File: config.mk
export PLATFORM = sky130hd
export DESIGN_NAME = byte_order_ser
export DESIGN_NICKNAME = d
export VERILOG_FILES = /design/src/rtl/byte_order_ser.sv
export SDC_FILE = /design/constraint.sdc
export NUM_CORES = 1
export LEC_CHECK = 0
export BUFFER_PORTS_ARGS = -buffer_cell sky130_fd_sc_hd__buf_2
export CORE_MARGIN = 2
export CORE_UTILIZATION = 55
export CTS_CLUSTER_SIZE = 28
export DETAILED_ROUTE_END_ITERATION = 7
export PLACE_DENSITY = 0.77
export SETUP_SLACK_MARGIN = 0.5
export SLEW_MARGIN = 20
export SYNTH_ARGS = -nofsm -noshare
export SYNTH_HDL_FRONTEND = slang
export SYNTH_SLANG_ARGS = --single-unit
File: constraint.sdc
create_clock -name clk -period 2 [get_ports clk]
set_input_delay 0.1 -clock clk [delete_from_list [all_inputs] [get_ports clk]]
set_output_delay 0.1 -clock clk [all_outputs]
set_load 0.01 [all_outputs]
File: src/rtl/byte_order_ser.sv
module byte_order_ser #(
  parameter int WORD_W = 32
) (
  input  logic              clk,
  input  logic              rst_n,
  input  logic              bd_start,
  input  logic [1:0]        order_sel,
  input  logic              port64,
  input  logic [WORD_W-1:0] in_word,
  input  logic              in_valid,
  output logic              in_ready,
  output logic [7:0]        out_byte,
  output logic              out_valid,
  input  logic              out_ready,
  output logic              cfg_err
);
  localparam int NB = WORD_W / 8;
  localparam int KW = $clog2(2 * NB);
  localparam int AW = KW + 3;

  logic [1:0]          mode_q;
  logic                port_q;
  logic [2*WORD_W-1:0] buf_q;
  logic                half_q;
  logic                busy_q;
  logic [KW-1:0]       k_q;

  wire          dw    = (mode_q == 2'b01);
  wire          rev   = dw || (mode_q == 2'b00 && !port_q);
  wire [KW-1:0] last  = dw ? KW'(2*NB-1) : KW'(NB-1);
  wire [KW-1:0] sel   = rev ? k_q : KW'(NB-1) - k_q;
  wire [AW-1:0] base  = {sel, 3'b000};
  wire          in_fire  = in_valid && in_ready;
  wire          out_fire = out_valid && out_ready;

  assign cfg_err   = (mode_q == 2'b00) && port_q;
  assign in_ready  = !busy_q;
  assign out_valid = busy_q;
  assign out_byte  = buf_q[base +: 8];

  always_ff @(posedge clk) begin
    if (!rst_n) begin
      mode_q <= 2'b10;
      port_q <= 1'b0;
      buf_q  <= '0;
      half_q <= 1'b0;
      busy_q <= 1'b0;
      k_q    <= '0;
    end else begin
      if (in_fire) begin
        k_q <= '0;
        if (dw && !half_q) begin
          buf_q[2*WORD_W-1:WORD_W] <= in_word;
          half_q <= 1'b1;
        end else begin
          buf_q[WORD_W-1:0] <= in_word;
          half_q <= 1'b0;
          busy_q <= 1'b1;
        end
      end
      if (out_fire) begin
        if (k_q == last) begin
          busy_q <= 1'b0;
          k_q    <= '0;
        end else begin
          k_q <= k_q + 1'b1;
        end
      end
      if (bd_start) begin
        mode_q <= order_sel;
        port_q <= port64;
        half_q <= 1'b0;
      end
    end
  end


  out_stable_chk: assert property (@(posedge clk) disable iff (!rst_n)
    out_valid && !out_ready |=> out_valid && $stable(out_byte));


  hold_busy_chk: assert property (@(posedge clk) disable iff (!rst_n)
    out_valid && !(out_ready && k_q == last) |=> !in_ready);


  mode_hold_chk: assert property (@(posedge clk) disable iff (!rst_n)
    !bd_start |=> $stable(mode_q) && $stable(port_q));


  dw_wait_chk: assert property (@(posedge clk) disable iff (!rst_n)
    dw && half_q |-> !out_valid && in_ready);


  dw_first_chk: assert property (@(posedge clk) disable iff (!rst_n)
    dw && out_valid && k_q == '0 |-> out_byte == buf_q[7:0]);


  err_order_chk: assert property (@(posedge clk) disable iff (!rst_n)
    cfg_err && out_valid && k_q == '0 |-> out_byte == buf_q[WORD_W-1 -: 8]);
endmodule

# [Word level (Yosys, flattened, before mapping)]
# Cells that the tools add are included.
[classes] n_bitwise=2 addsub=2 eq_ne=2 mux=10 n_shift=1 reduce_logical=14
[op_table] cell="$shiftx A64 B7 Y8" n=1
[op_table] cell="$mux W3" n=5
[op_table] cell="$logic_and A1 B1 Y1" n=5
[op_table] cell="$mux W1" n=5
[op_table] cell="$reduce_and A2 Y1" n=2
[op_table] cell="$add A3 B1 Y3 const B" n=1
[op_table] cell="$eq A3 B3 Y1" n=1
[op_table] cell="$logic_not A1 Y1" n=3
[op_table] cell="$sub A2 B3 Y3 const A" n=1
[op_table] cell="$eq A2 B1 Y1 const B" n=1
[op_table] cell="$logic_not A2 Y1" n=1
[op_table] cell="$not A1 Y1" n=2
[op_table] cell="$reduce_bool A2 Y1" n=1
[op_table] cell="$reduce_or A2 Y1" n=1
[op_table] cell="$logic_or A1 B1 Y1" n=1
[totals] out_inout_bits=11 elab_cells=38 ff_bits=72

# [Longest topological paths before layout]
[depth] depth_word=6 ltp_mapped=7

# [Least setup slack after synthesis]
# No wires, ideal clock.
[synth_timing] path_type="flip-flop to output port" from="register port_q" to="output out_byte[7]" t_required_ns=1.900 n_path_buf=2 path_stages_with_launch=8 t_arrival_ns=1.540 setup_slack_ns=0.360 cell_sequence="dfxtp_1 nor2b_2 nor2_4 buf_6 buf_6 o2bb2ai_1 o2bb2ai_1 nor4_1"
[synth_via] elab_chain_cells=5
[synth_lines] element="from (decl)" line="22" source="logic port_q;"
[synth_lines] element="from (signal assigned)" line="71" source="port_q <= port64;"
[synth_lines] element="$logic_not A1 Y1" line="29" source="wire rev = dw || (mode_q == 2'b00 && !port_q);"
[synth_lines] element="$logic_and A1 B1 Y1" line="29"
[synth_lines] element="$logic_or A1 B1 Y1" line="29"
[synth_lines] element="$mux W3" line="31" source="wire [KW-1:0] sel = rev ? k_q : KW'(NB-1) - k_q;"
[synth_lines] element="$shiftx A64 B7 Y8" line="39" source="assign out_byte = buf_q[base +: 8];"
[synth_lines] element="to (decl)" line="12" source="output logic [7:0] out_byte,"
# Every way passes these cells.

# [Final worst setup path]
[layout_timing] from="register k_q[0]" to="output out_byte[2]"
[layout_via] elab_chain_cells=3
[layout_lines] element="from (decl)" line="26" source="logic [KW-1:0] k_q;"
[layout_lines] element="from (signal assigned)" line="66" source="k_q <= k_q + 1'b1;"
[layout_lines] element="$sub A2 B3 Y3" line="31"
[layout_lines] element="$mux W3 (*)" line="31"
[layout_lines] element="$shiftx A64 B7 Y8 (*)" line="39"
# Every way passes the cells marked *; elsewhere a longest branch is shown, timed or not.

==> out/metrics.yaml <==
setup_path:
  cp_data_arrival_time_ps: 2050
  reg2reg_to: "k_q[2]"
  endpoint_kind: "output port"
  crit_type: "flop to output port"
  start_kind: "flop"
  required_ps: 1900
  cp_max_fo: 8
  rrSetupSlack_ps: 440
  reg2reg_depth: 8
  reg2reg_from: "k_q[0]"
synthesis:
  synth.net_count: 506
  synthesis.area_sq_um: 3740
  yosysWarnings: 0
  yosysSeqAreaShare_pct: 38.6
  syn_avg_cell_area_sq_um: 8.04
  synth.top_cell.area_share_pct: 38.6
  ys_seq_elements: 72
  ys.flop_type: "dfxtp_1"
  synth_edf_count: 0
  synth_area_leader_cell: "dfxtp_1"
  async_reset_ff_share_pct: 0
  synthCells: 465
  yosys-top-cells-area: "dfxtp_1 (39%), nand2_1 (14%), a21boi_1 (12%), buf_2 (2.4%), mux4_2 (2.4%)"
  yosys.cell_types.count: 53
clock_network:
  cts_htree_levels: 3
  cts_buffers: 9
  clock-root-buffer: "clkbuf_8"
  clock_tree.buffer_depth: 2
  cts.clk_slew.worst_paths_ps: 80
  tritoncts: "built"
  cts.sinks: 72
  clk_latency_ps: 350
power_and_ir_drop:
  power_density_nw_per_um2: 635
  fin_total_pwr_mw: 3.23
  peakVddDrop_uv: 658
  p_leak_nw: 1.92
layout:
  drive_above_1_share_pct: 30.8
  antenna_cells: 0
  instances_no_fill: 641
  final_nets: 597
  n_fill_cell: 456
  design_area_sq_um: 5090
  syn_to_final_growth_pct: 36.2
placed_design:
  io_buffers: 50
  globalplace.congestion: 0.950
  dp_worst_setup_slack_ps: 142
  place_hpwl_mm: 7.46
  place_area_sq_um: 4310
  place_inst: 591
min_path:
  min_from: "in_word[22]"
  whs_path_depth: 3
  hold-path-endpoint: "buf_q[54]"
  worstHoldPathType: "input port to flop"
timing:
  rsz0062_at_grt: "true"
  fin_ws_ps: -155
  tightestPinTransition_ps: 471
  setup_violations: 8
  slew_headroom_pct: 68.6
  whs_ps: -0.487
  maxSlewViolCount: 0
  finalHoldViolCount: 1
  period_needed_ps: 2150
  timing.fmax_ghz: 0.464
  clock_skew_ps: 9.23
  period_share_pct: 108
  fin_tns_setup_ps: -941
detailed_routing:
  drc_errors: 0
  via_per_inst: 6.24
  wl_per_cell_um: 18.7
  drt_iter0_markers: 325
  firstDrtPassIters: 5
  postRouteAntennaNets: 0
  drt_wl_total_mm: 12.0
  dr_total_vias: 3997
grt:
  grt_pass1_vias: 3767
  top_usage_layer: "met2"
  grtUsageMet3_pct: 5.90
  grt_use_met1_pct: 39.6
  grt-ovfl-total: 0
  grt_pass1_wl_mm: 18.0
  met2_usage_pct: 52.0
  grt_max_degree: 45
  antenna_found_initial: 0
  grt_usage_pct: 31.0
floorplan:
  rows: 30
  dieArea_sq_um: 7470
  die_y_um: 86.4
  coreArea_sq_um: 6680
  boundaryPins: 51
  fp.dieW_um: 86.4
  start_util_pct: 55.9
run_status:
  status: "finished, violations left"
  violations: "hold timing, setup timing"
flow_run:
  drv_cap: 0
[through the flow]
stage | util [%] | hold WS (ps)
after CTS | 73.5 | 0.412
after detailed placement | 64.5 | 331
after floorplan | - | 176
after global routing | 76.2 | 9.80
after global placement | 64.5 | 327
final | 76.2 | -0.487
[sequential cells by signal, summed over array words and instances (netlist names)]
| register | count |
|---|---|
| buf_q | 64 |
| k_q | 3 |
| mode_q | 2 |
| half_q | 1 |
| out_valid | 1 |
| port_q | 1 |
[cells in the final DEF (no fill, tap or decap), drive strengths merged, types with 3 or more instances in the layout]
cell,instances
buf,92
mux4,4
dlygate4sd3,19
o22ai,14
o32ai,5
a2111oi,7
dfxtp,72
clkinv,4
or3,3
a21boi,64
inv,5
nand2,145
nor4,5
nor2,25
mux2i,7
clkbuf,11
o31ai,3
mux2,4
a21oi,15
and3,5
nor2b,4
nor3,8
nand2b,4
a31oi,4
o221ai,4
[critical path: stages (launching register included)]
cell     delay, ps
dfxtp_4        420
buf_6          160
buf_8          140
nand2_1         80
a21oi_2        160
a31oi_1         70
and3_1         190
nor4_4         290
buf_2          170
[cell families after synthesis]
group / count (synthesis) / synth area share [%]
AND/OR/NAND/NOR: 208 / 24.1
AO/OA/AOI/OAI: 129 / 26.2
flip-flops: 72 / 38.6
buffers and inverters: 38 / 4.82
multiplexers: 15 / 5.49
XOR/XNOR: 2 / 0.469
adder cells (fa/ha/maj): 1 / 0.335
[synthesized netlist by cell type (all sizes together) (2+ instances only)]
library cell  instances
nand2               145
dfxtp                72
a21boi               64
nor2                 25
buf                  20
a21oi                15
o22ai                14
clkbuf               13
nor3                  8
a2111oi               7
mux2i                 7
and3                  5
inv                   5
nor4                  5
o32ai                 5
a31oi                 4
mux2                  4
mux4                  4
nand2b                4
nor2b                 4
o221ai                4
o31ai                 3
or3                   3
and2                  2
nand4                 2
nor3b                 2
o21bai                2
o2bb2ai               2
o311a                 2
or2                   2
xnor2                 2
[worst max-delay path by stage]
stage	start	endpoint	slack [ps]	depth (start not counted)
2_1_floorplan	port_q	out_byte[3]	470	6
3_3_place_gp	mode_q[0]	out_byte[3]	210	7
3_5_place_dp	k_q[0]	out_byte[2]	140	8
4_1_cts	port_q	out_byte[4]	-100	8
5_1_grt	port_q	out_byte[4]	-200	8
6_report	k_q[0]	out_byte[2]	-150	8
[report_power, final]
part           switching (mW)  internal, mW
Sequential             0.0566          1.49
Clock                   0.558         0.475
Combinational           0.342         0.318
Total                   0.956          2.28
[final cells by class]
| cell class | instances | area (sq um) | area share [%] |
|---|---|---|---|
| Multi-Input combinational cell | 356 | 2450 | 48.1 |
| Sequential cell | 72 | 1460 | 28.6 |
| Timing Repair Buffer | 112 | 888 | 17.5 |
| Clock buffer | 10 | 138 | 2.70 |
| Tap cell | 80 | 100 | 1.97 |
| Clock inverter | 6 | 35.0 | 0.688 |
| Inverter | 5 | 23.8 | 0.467 |
[metal layers]
layer | up-vias | part of all wire (%)
met1 | 1906 | 41
li1 | 1812 | -
met2 | 217 | 47
met3 | 62 | 7.2
met4 | 0 | 4.4
met5 | - | 0
[repair_timing]
action | 4_1_cts | 5_1_grt
endpoints found under the setup margin | 38 | 76
endpoints found under the hold margin | 30 | 0
pin swaps | 5 | 10
gates cloned | 2 | 1
gates resized for setup | 35 | 28
setup buffers | 7 | 5
hold buffers | 19 | 0
(Power assumes the default switching activity.)
